[config.mk]
export PLATFORM = sky130hd
export DESIGN_NAME = seg_xlate_unit
export DESIGN_NICKNAME = d
export VERILOG_FILES = /design/src/rtl/seg_xlate_pkg.sv /design/src/rtl/seg_xlate_ctrl.sv /design/src/rtl/seg_xlate_dpath.sv /design/src/rtl/seg_xlate_unit.sv
export SDC_FILE = /design/constraint.sdc
export NUM_CORES = 1
export LEC_CHECK = 0
export BUFFER_PORTS_ARGS = -buffer_cell sky130_fd_sc_hd__buf_2
export CORE_MARGIN = 3
export CORE_UTILIZATION = 61
export DETAILED_ROUTE_END_ITERATION = 7
export PLACE_DENSITY_LB_ADDON = 0.25
export SLEW_MARGIN = 10
export SYNTH_ARGS = -nofsm -noshare
export SYNTH_HDL_FRONTEND = slang
export SYNTH_SLANG_ARGS = --single-unit
[constraint.sdc]
create_clock -name clk -period 4.3 [get_ports clk]
set_input_delay 0.43 -clock clk [delete_from_list [all_inputs] [get_ports clk]]
set_output_delay 0.43 -clock clk [all_outputs]
set_load 0.005 [all_outputs]
[src/rtl/seg_xlate_pkg.sv]
package seg_xlate_pkg;
  localparam int SEL_W  = 16;
  localparam int ADDR_W = 32;
  localparam int PL_W   = 2;

  typedef enum logic [1:0] {
    FLT_NONE  = 2'd0,
    FLT_LIMIT = 2'd1,
    FLT_TYPE  = 2'd2,
    FLT_PRIV  = 2'd3
  } fault_e;

  typedef enum logic [1:0] {
    ACC_READ  = 2'd0,
    ACC_WRITE = 2'd1,
    ACC_FETCH = 2'd2,
    ACC_RSVD  = 2'd3
  } access_e;

  typedef struct packed {
    logic            present;
    logic            isCode;
    logic [PL_W-1:0] dpl;
  } rights_t;

  typedef struct packed {
    logic [SEL_W-1:0]  sel;
    logic [ADDR_W-1:0] base;
    logic [ADDR_W-1:0] limit;
    rights_t           rights;
  } desc_t;

  typedef struct packed {
    logic captureRsp;
    logic writeDesc;
    logic segInRange;
  } xlStrobe_t;
endpackage

[src/rtl/seg_xlate_ctrl.sv]
module seg_xlate_ctrl
  import seg_xlate_pkg::*;
#(
  parameter int NUM_SEG = 6,
  localparam int IDX_W = (NUM_SEG > 1) ? $clog2(NUM_SEG) : 1
) (
  input  logic             clk,
  input  logic             rstN,
  input  logic             loadEn,
  input  logic [IDX_W-1:0] loadIdx,
  input  logic             reqValid,
  input  logic [IDX_W-1:0] reqSeg,
  output xlStrobe_t        strobe,
  output logic             rspValid
);
  localparam logic [IDX_W:0] SEG_COUNT = (IDX_W+1)'(NUM_SEG);

  always_comb begin
    strobe.captureRsp = reqValid;
    strobe.writeDesc  = loadEn && ({1'b0, loadIdx} < SEG_COUNT);
    strobe.segInRange = {1'b0, reqSeg} < SEG_COUNT;
  end

  always_ff @(posedge clk or negedge rstN) begin
    if (!rstN) rspValid <= 1'b0;
    else       rspValid <= reqValid;
  end

  AST_ONE_CYCLE: assert property (@(posedge clk) disable iff (!rstN)
    reqValid |=> rspValid);
  AST_NO_SPURIOUS: assert property (@(posedge clk) disable iff (!rstN)
    !reqValid |=> !rspValid);
endmodule

[src/rtl/seg_xlate_dpath.sv]
module seg_xlate_dpath
  import seg_xlate_pkg::*;
#(
  parameter int NUM_SEG = 6,
  localparam int IDX_W = (NUM_SEG > 1) ? $clog2(NUM_SEG) : 1
) (
  input  logic              clk,
  input  logic              rstN,
  input  xlStrobe_t         strobe,
  input  logic [IDX_W-1:0]  loadIdx,
  input  desc_t             newDesc,
  input  logic [IDX_W-1:0]  reqSeg,
  input  logic [ADDR_W-1:0] reqEa,
  input  access_e           reqKind,
  input  logic [1:0]        reqSize,
  input  logic [PL_W-1:0]   reqCpl,
  output logic [ADDR_W-1:0] rspLinear,
  output fault_e            rspFault,
  output logic [SEL_W-1:0]  rspSel
);
  desc_t descTab [NUM_SEG];

  for (genvar g = 0; g < NUM_SEG; g++) begin : gEntry
    desc_t entryQ;
    always_ff @(posedge clk or negedge rstN) begin
      if (!rstN) entryQ <= '0;
      else if (strobe.writeDesc && loadIdx == IDX_W'(g)) entryQ <= newDesc;
    end
    assign descTab[g] = entryQ;
  end

  desc_t curDesc;
  always_comb begin
    curDesc = '0;
    for (int i = 0; i < NUM_SEG; i++)
      if (strobe.segInRange && reqSeg == IDX_W'(i)) curDesc = descTab[i];
  end

  logic [ADDR_W:0]   spanM1;
  logic [ADDR_W:0]   lastByte;
  logic [ADDR_W-1:0] sumAddr;
  logic              privBad, typeBad, limitBad;
  fault_e            nextFault;

  always_comb begin
    spanM1   = ({{ADDR_W{1'b0}}, 1'b1} << reqSize) - 1'b1;
    lastByte = {1'b0, reqEa} + spanM1;
    sumAddr  = curDesc.base + reqEa;
    privBad  = strobe.segInRange && (reqCpl > curDesc.rights.dpl);
    typeBad  = !strobe.segInRange || !curDesc.rights.present
             || (reqKind == ACC_WRITE && curDesc.rights.isCode)
             || (reqKind == ACC_FETCH && !curDesc.rights.isCode);
    limitBad = lastByte > {1'b0, curDesc.limit};
    if (privBad)       nextFault = FLT_PRIV;
    else if (typeBad)  nextFault = FLT_TYPE;
    else if (limitBad) nextFault = FLT_LIMIT;
    else               nextFault = FLT_NONE;
  end

  always_ff @(posedge clk or negedge rstN) begin
    if (!rstN) begin
      rspLinear <= '0;
      rspFault  <= FLT_NONE;
      rspSel    <= '0;
    end else if (strobe.captureRsp) begin
      rspLinear <= (nextFault == FLT_NONE) ? sumAddr : '0;
      rspFault  <= nextFault;
      rspSel    <= curDesc.sel;
    end
  end

  AST_FAULT_ZERO_ADDR: assert property (@(posedge clk) disable iff (!rstN)
    strobe.captureRsp |=> (rspFault == FLT_NONE || rspLinear == '0));
  AST_PRIV_FIRST: assert property (@(posedge clk) disable iff (!rstN)
    (strobe.captureRsp && strobe.segInRange && reqCpl > curDesc.rights.dpl)
    |=> rspFault == FLT_PRIV);
  AST_NONE_IN_LIMIT: assert property (@(posedge clk) disable iff (!rstN)
    strobe.captureRsp |=> (rspFault != FLT_NONE
      || $past(lastByte) <= $past({1'b0, curDesc.limit})));
endmodule

[src/rtl/seg_xlate_unit.sv]
module seg_xlate_unit
  import seg_xlate_pkg::*;
#(
  parameter int NUM_SEG = 6,
  localparam int IDX_W = (NUM_SEG > 1) ? $clog2(NUM_SEG) : 1
) (
  input  logic              clk,
  input  logic              rstN,
  input  logic              loadEn,
  input  logic [IDX_W-1:0]  loadIdx,
  input  logic [SEL_W-1:0]  loadSel,
  input  logic [ADDR_W-1:0] loadBase,
  input  logic [ADDR_W-1:0] loadLimit,
  input  logic [3:0]        loadRights,
  input  logic              reqValid,
  input  logic [IDX_W-1:0]  reqSeg,
  input  logic [ADDR_W-1:0] reqEa,
  input  logic [1:0]        reqKind,
  input  logic [1:0]        reqSize,
  input  logic [PL_W-1:0]   reqCpl,
  output logic              rspValid,
  output logic [ADDR_W-1:0] rspLinear,
  output logic [1:0]        rspFault,
  output logic [SEL_W-1:0]  rspSel
);
  xlStrobe_t strobe;
  desc_t     newDesc;
  fault_e    faultQ;

  assign newDesc = '{sel: loadSel, base: loadBase, limit: loadLimit,
                     rights: rights_t'(loadRights)};
  assign rspFault = faultQ;

  seg_xlate_ctrl #(.NUM_SEG(NUM_SEG)) uCtrl (
    .clk(clk), .rstN(rstN), .loadEn(loadEn), .loadIdx(loadIdx),
    .reqValid(reqValid), .reqSeg(reqSeg), .strobe(strobe), .rspValid(rspValid)
  );

  seg_xlate_dpath #(.NUM_SEG(NUM_SEG)) uDpath (
    .clk(clk), .rstN(rstN), .strobe(strobe), .loadIdx(loadIdx),
    .newDesc(newDesc), .reqSeg(reqSeg), .reqEa(reqEa),
    .reqKind(access_e'(reqKind)), .reqSize(reqSize), .reqCpl(reqCpl),
    .rspLinear(rspLinear), .rspFault(faultQ), .rspSel(rspSel)
  );
endmodule

==> impl.org, run 1 <==
** STA
- Final Max Tran Viols :: 0
- Final critical-path share of the clock period :: 108%
- The clock arrives with 0.0282 ns of skew.
- Setup slack on the critical path of the routed design comes to -0.343 ns.
- Final setup violating endpoints :: 33
- After layout, the minimum clock period comes to 4.64 ns.
- Transition time at the pin with the least slew margin :: 1.31 ns
- Derived from the worst setup path, the maximum achievable clock frequency is 215 MHz.
- Setup repair after global routing could not meet its margin everywhere.
- In this run the tightest slew margin relative to its limit is 12.7%.
- Number of hold violations in the final report :: 0

** Logic synthesis
- For this run, the number of Yosys warnings is 0.
- Post-synth top area cell :: dfrtp_1
- Counting every net in the synthesized netlist gives 2493.
- Sequential elements use 49.4% of the synthesized area.
- Ys flop type :: dfrtp_1
- Cell area after technology mapping :: 28100 µm²
- dfrtp_1 is the most common cell in the netlist.
- Yosys mapped a number of flops with a built-in enable equal to 0.
- Synthesis produced 2259 cells.
- Share of flip-flops with an asynchronous set or reset after synthesis :: 100%
- Yosys attributes the largest share of cell area to dfrtp_1 49%, mux2_2 21%, ha_1 4.5%.
- Number of different library cells in the post-synthesis netlist :: 68
- Commonest cells in the netlist :: 555 x dfrtp_1, 536 x mux2_2, 126 x nand2_1, 111 x mux2i_1
- In this run the mean area of a mapped cell was 12.4 µm².
- Area share of the leading cell type in the synthesized netlist :: 49.4%
- Counting flops and latches in the post-synthesis netlist gives 555.

** Cells and area
- Final net count :: 2771
- Fraction of final layout cells sized beyond drive strength 1 :: 40.9%
- Reg area :: 13900 µm²
- Final-layout fill cell count :: 3063
- Multi-input gate area in the final layout :: 13800 µm²
- P&R area growth vs syn :: 17.6%
- Count of placed standard cells in the final layout, fillers left out :: 3193

** Clock network
- Clock buffers created by TritonCTS :: 56
- The clock reaches the later pin of the worst-skew pair after 0.62 ns.
- The H-tree was split into 2 levels.
- CTS saw 555 sinks.
- Max Root-Sink Buffers :: 3
- TritonCTS built the clock tree.
- Post-CTS clock slew at the launch and capture registers of the worst setup and hold paths :: 0.06 ns
- Root Driver :: clkbuf_16

** Route
- Number of antenna-violating nets in the routed design :: 0
- For this block, the via count after detailed routing is 19797.
- DR WL/cell :: 22.8 µm
- Via density :: 6.20
- The final layout contains routed wiring with a total length of 72900 µm.
- Starting DRC count in detailed routing :: 1481
- After detailed routing, the number of remaining DRC violations is 0.
- The first detailed-routing pass ran for 7 iterations.

** Outcome
- The final reports fail on negative setup slack.
- The run finished, with violations left.

** Global routing
- Global routing used 30.2% of the available tracks across all layers.
- Largest net degree at the start of global routing :: 122
- Vias in the first global route :: 20749
- First-pass GRT wire length :: 114000 µm
- The initial antenna violation count was 14.
- Global routing finished with a remaining overflow of 0.

** Setup path
- Delay of the slowest cell on the worst path :: 0.37 ns
- Number of buffers and inverters on the critical path :: 7
- The critical path is of the in -> reg type.
- For this design, the slowest cell found on the critical path is a2111oi_4.
- Critical Path RT :: 4.83 ns
- Critical Path End Type :: flop
- Nature of the critical path startpoint :: input port
- CP delay by family, top :: compound AO/OA/AOI/OAI gates
- At the worst endpoint, the arrival time is 5.17 ns.
- Along the worst path, the maximum fanout reaches 5.

** Place
- Final GP Congestion :: 0.948
- Input and output buffers added on the ports amount to 182.
- Number of placed cells counting well taps :: 3067
- Once detailed placement completed, the half-perimeter wirelength came to 47500 µm.

** Hold path
- The worst hold path belongs to the class in -> reg.

** Power
- In this run the power density over the cells is 468 nW/µm².
- Maximum vdd ir drop :: 377 µV
- The design draws 0.0155 W.
- P_leak :: 15.1 nW

** Floorplan
- Placeable core area :: 45500 µm²
- For this configuration, the core starts out at a cell density of 61.8%.
- Number of top-level pins :: 183
- Die extent in y :: 221 µm
- Cell Rows :: 78
- Full die area :: 48700 µm²
- Die Wd :: 221 µm

** Job
- Max-cap violation count :: 0
==> timing repair <==
| item | in CTS | in global routing |
|---|---|---|
| endpoints found under the hold margin | 108 | 0 |
| gates resized for setup | 34 | 10 |
| setup endpoints to repair | 33 | 33 |
| setup buffers | 7 | 0 |
| hold buffers | 1 | 0 |
| cloned | 2 | 2 |
| pin swaps | 31 | 2 |
==> flip-flops by register name, summed over array words and instances (netlist names) <==
| name | count |
|---|---|
| uDpath.descTab | 504 |
| uDpath.rspLinear | 32 |
| uDpath.rspSel | 16 |
| uDpath.rspFault | 2 |
| uCtrl.rspValid | 1 |
==> stage by stage <==
| step | instance area, µm² | utilization, % | TNS (ns) | hold slack [ns] | setup WS [ns] |
|---|---|---|---|---|---|
| after CTS | 32900 | 72.3 | -8.37 | 0.0839 | -0.288 |
| after floorplan | 28200 | - | -13.24 | 0.134 | -0.500 |
| after global placement | 30800 | 67.7 | -38.78 | 0.464 | -1.20 |
| after detailed placement | 30800 | 67.7 | -43.25 | 0.473 | -1.37 |
| final | 33000 | 72.6 | -9.81 | 0.112 | -0.343 |
| after global routing | 33000 | 72.6 | -17.83 | 0.111 | -0.572 |
==> final timing paths <==
check                      cells past startpoint                 from                    to  slack (ns)
hold / removal                                 2         loadBase[19]   uDpath.descTab[475]        0.11
hold reg to reg                                1  uDpath.rspLinear[8]   uDpath.rspLinear[8]        0.49
setup / recovery                              27           reqSize[1]   uDpath.rspLinear[7]       -0.34
setup reg to reg                              16  uDpath.descTab[288]  uDpath.rspLinear[28]        0.65
max in group asynchronous                      3                 rstN   uDpath.descTab[250]        2.70
min in group asynchronous                      2                 rstN   uDpath.descTab[431]        0.54
==> metal layers <==
| metal | up-vias | wire length, µm | share of wire [%] | global-route usage [%] |
|---|---|---|---|---|
| met3 | 168 | 3810 | 5.2 | 4.93 |
| met5 | - | 50 | 0.069 | 0 |
| met2 | 571 | 36100 | 50 | 51.0 |
| met4 | 8 | 2880 | 3.9 | 13.1 |
| met1 | 10204 | 30000 | 41 | 38.8 |
| li1 | 8846 | - | - | - |
==> area by class of cell <==
| class | count | area share, % |
|---|---|---|
| Antenna cell | 11 | 0.0833 |
| Clock buffer | 79 | 4.72 |
| Clock inverter | 24 | 0.792 |
| Inverter | 75 | 0.852 |
| Multi-Input combinational cell | 1503 | 41.7 |
| Sequential cell | 555 | 42.0 |
| Tap cell | 600 | 2.27 |
| Timing Repair Buffer | 346 | 7.57 |
==> layout by cell type, fill, tap and decap left out, types with 9 or more instances in the layout <==
cell,n
o2bb2ai_2,15
a222oi_1,28
buf_4,138
o21ai_0,99
xnor2_1,29
ha_1,95
clkbuf_1,16
mux4_2,24
a21oi_1,78
and3_1,10
nand3_1,13
a21o_1,49
o211ai_1,29
nand2_1,126
clkbuf_16,57
o2bb2ai_1,13
o21bai_1,12
buf_2,178
dfrtp_1,555
xor2_1,25
mux2_2,536
buf_12,21
nor2b_1,9
nor2_1,63
diode_2,11
inv_1,71
clkinv_2,11
mux2i_1,111
o221ai_1,16
==> power breakdown <==
part           internal, W  leakage [nW]  switching [W]
sequential         0.00632          6.72       0.000577
combinational      0.00196          7.51        0.00175
clock              0.00277         0.893        0.00207
==> worst reg2reg max path, stage by stage, from the launching register on <==
cell and delay, ns:
dfrtp_1 0.39, mux4_2 0.45, nand2_1 0.07, o21ai_0 0.12, ha_1 0.26, inv_1 0.07
fa_1 0.21, nor2b_1 0.06, o21ai_0 0.27, a21oi_1 0.16, o21ai_0 0.25, nand2_1 0.15
a211oi_1 0.30, o21ai_0 0.23, a41oi_1 0.30, xor2_1 0.18, o2bb2ai_1 0.07
==> kinds of logic (layout without fill, tap and decap cells) <==
logic type,Yosys count,in the layout,share of synthesized area (%)
muxes,671,671,27.4
buffers and inverters,202,524,2.76
DFF,555,555,49.4
adders and majority gates,102,102,4.59
AOI/OAI and AO/OA,400,400,9.81
and+or+nand+nor,274,275,4.34
other,0,11,0
xor gates and xnor gates,55,55,1.71
Note: power is estimated with default switching activity, not from simulation.
==> run 2, diff against run 1 <==
Settings changed: CTS_BUF_LIST from default to sky130_fd_sc_hd__clkbuf_8 sky130_fd_sc_hd__clkbuf_16, REMOVE_ABC_BUFFERS from default to 1, TNS_END_PERCENT from default to 5.
==> impl.org, run 2 (synthesis gave the netlist of run 1 again) <==
** Outcome
- The flow ran to the end, but the final reports show violations.
- Failing checks :: negative setup slack

** STA
- The number of endpoints with negative hold slack in the final report was 0 (unchanged).
- TNS Setup :: -12.01 ns (-2.20 ns)
- The worst setup margin came to -0.391 ns (-0.0485 ns).
- The upper clock frequency limit was 213 MHz (-1.0%).
- The number of max-slew violations in the final report was 0 (unchanged).
- Final period demand of the worst path :: 4.69 ns (+0.0485 ns)
- The final number of setup-violating endpoints is 33 (unchanged).
- The measured slew at the worst slew-check pin was 1.11 ns (-0.200 ns).
- Setup repair after global routing missed its margin :: yes
- The final cycle utilization of the critical path was 109% (+1.1 points).
- Relative slew margins :: 26.0% (+13 points)
- Final Skew :: 0.0281 ns (-0.0000566 ns)

** Hold path
- Min-Delay Path Class :: in -> reg

** Route
- Via count of the routed design :: 19895 (+0.50%)
- The average wire per cell in the routed design was 23.0 µm (+0.97%).
- The detail-routed via count per cell came to 6.20 (about the same).
- DRC :: 0 (unchanged)
- The antenna violation net count after detailed routing is 0 (unchanged).
- The initial detailed-routing violation count is 1496 (+1.0%).
- Detailed-routing iteration count for the pre-antenna-repair pass :: 6 (-1)
- Final Routed Wirelength :: 73900 µm (+1.4%)

** Setup path
- The top fanout value on the critical path is 5 (unchanged).
- The worst setup path is captured at a flop.
- The critical path data required time was 4.83 ns (about the same).
- The cell that appears most often on the critical path is buf_6.
- The number of buffers and inverters on the critical path came to 7 (unchanged).
- The data arrival time at the worst-slack endpoint came to 5.22 ns (+0.05 ns).
- Critical setup path kind :: in -> reg
- CP delay by family, top :: compound AO/OA/AOI/OAI gates
- Nature of the critical path startpoint :: input port
- The peak per-stage delay on the critical path is 0.36 ns (about the same).
- For this design, the slowest cell found on the critical path is a2111oi_4.

** Place
- The last weighted congestion value of the routability-driven placer was 0.931 (-1.7%).
- The placed standard-cell area was 30800 µm² (about the same).
- The final HPWL from detailed placement came to 46500 µm (-2.1%).
- The number of port buffers is 182 (unchanged).
- Post-Place Setup Slack :: -1.64 ns (-0.268 ns)

** Clock network
- The clock net sink count was 555 (unchanged).
- Clock tree from TritonCTS :: yes
- Root Driver :: clkbuf_16
- The clock-pin slew on the worst setup and hold paths was 0.06 ns (about the same).
- The total clock buffers created by CTS came to 56 (unchanged).
- The insertion delay to the later sink of the worst-skew pair is 0.63 ns (about the same).
- Max Root-Sink Buffers :: 3 (unchanged)
- The count of H-tree levels built during CTS came to 2 (unchanged).

** Floorplan
- Die extent in y :: 221 µm (unchanged)
- The initial cell density of the core was 61.8% (unchanged).
- Die Wd :: 221 µm (unchanged)
- Cell Rows :: 78 (unchanged)
- The total core area came to 45500 µm² (unchanged).
- Full die area :: 48700 µm² (unchanged)
- Number of top-level pins :: 183 (unchanged)

** Cells and area
- The net total in the final layout came to 2788 (+0.61%).
- The flip-flop count of the largest register after layout was 504 (unchanged).
- Fraction of the core area covered by cells at the end of the flow :: 73.7% (+1.0 points)
- Post-route cell area :: 33500 µm² (+1.4%)
- P&R area growth vs syn :: 19.2%
- The library cell used most frequently in the layout, excluding fill and tap cells, is dfrtp_1.
- Leaving out fill and tap cells, the most frequent cells in the layout are 555 x dfrtp_1, 536 x mux2_2, 177 x buf_2.
- The fraction of final layout cells with drive strength greater than 1 is 42.3% (+1.4 points).

** Job
- The number of violations of the max-capacitance limit came to 0 (unchanged).

** Global routing
- First-pass GRT wire length :: 114000 µm (about the same)
- Vias in the first global route :: 20878 (+0.62%)
- The final global-route overflow total is 0 (unchanged).
- Global-route usage over all layers :: 30.2% (about the same)
- The maximum number of pins on one net before global-route repair came to 110 (-9.8%).
- Antenna violations before repair :: 14 (unchanged)

** Power
- Power density of the placed cells :: 470 nW/µm² (+0.35%)
- The peak supply drop came to 380 µV (+0.99%).
- Post-layout power :: 0.0157 W (+1.8%)
- The static power due to leakage was 15.3 nW (+1.5%).
==> run 2: cell types whose count changed in the layout (fill, tap and decap cells not counted), sizes merged <==
cell / change
clkbuf: -8
clkinv: -5
nand2: -1
clkinvlp: +5
buf: +19
inv: +9
diode: -4
==> run 2: final timing paths <==
| check | to | startpoint | cells after the start | slack, ns |
|---|---|---|---|---|
| max in group asynchronous | uDpath.rspSel[13] | rstN | 3 | 2.68 |
| max | uDpath.rspLinear[10] | reqSize[1] | 28 | -0.39 |
| min | uDpath.descTab[396] | loadBase[24] | 2 | 0.10 |
| min in group asynchronous | uDpath.descTab[9] | rstN | 2 | 0.48 |
| min reg2reg | uDpath.rspLinear[0] | uDpath.rspLinear[0] | 1 | 0.49 |
| max reg2reg | uDpath.rspLinear[30] | uDpath.descTab[204] | 17 | 0.43 |
==> run 2: routing by layer <==
layer,vias to the layer above,part of all wire [%],GRT usage (%)
met5,-,0.12,0
met3,179,5.4,5.04
met1,10258,41,38.8
li1,8854,-,-
met2,588,49,51.2
met4,16,4.0,12.6
==> run 2: what timing repair did <==
action,in CTS,in global routing
gates cloned,1,0
resized for setup,62,37
hold endpoints to repair,103,0
setup buffers,11,5
hold buffers,1,0
pin swaps,49,21
setup endpoints to repair,33,33
==> run 2: power breakdown <==
group	internal [W]	switching [W]	total, W
combinational	0.00201	0.00180	0.00381
clock	0.00292	0.00211	0.00503
sequential	0.00632	0.000578	0.00689
total	0.0112	0.00448	0.0157
==> run 2: layout make-up <==
class                      instances  area, µm²
antenna                            7       17.5
clock buffer                      72       1630
clock inverter                    33        309
fill                            3073      12000
inverter                          75        282
multi-input combinational       1502      14000
sequential                       555      13900
tap                              600        751
timing repair buffer             364       2620
==> run 2: per-stage QoR <==
| step | hold slack [ns] | instances |
|---|---|---|
| floorplan | 0.134 | 2132 |
| global placement | 0.461 | 3078 |
| detailed placement | 0.468 | 3078 |
| CTS | 0.0786 | 3196 |
| global route | 0.0898 | 3206 |
| finish | 0.105 | 3208 |
==> run 2: worst register-to-register path: stages, from the launching register on <==
cell	delay (ns)
dfrtp_1	0.38
mux4_2	0.46
nand2_1	0.08
o21ai_0	0.12
ha_1	0.22
inv_1	0.07
fa_1	0.19
nor2b_1	0.05
o21ai_0	0.26
a21oi_1	0.17
o21ai_0	0.29
nand2_1	0.15
a211oi_1	0.28
buf_4	0.18
o21ai_0	0.15
a31oi_1	0.31
xor2_1	0.30
o2bb2ai_4	0.10
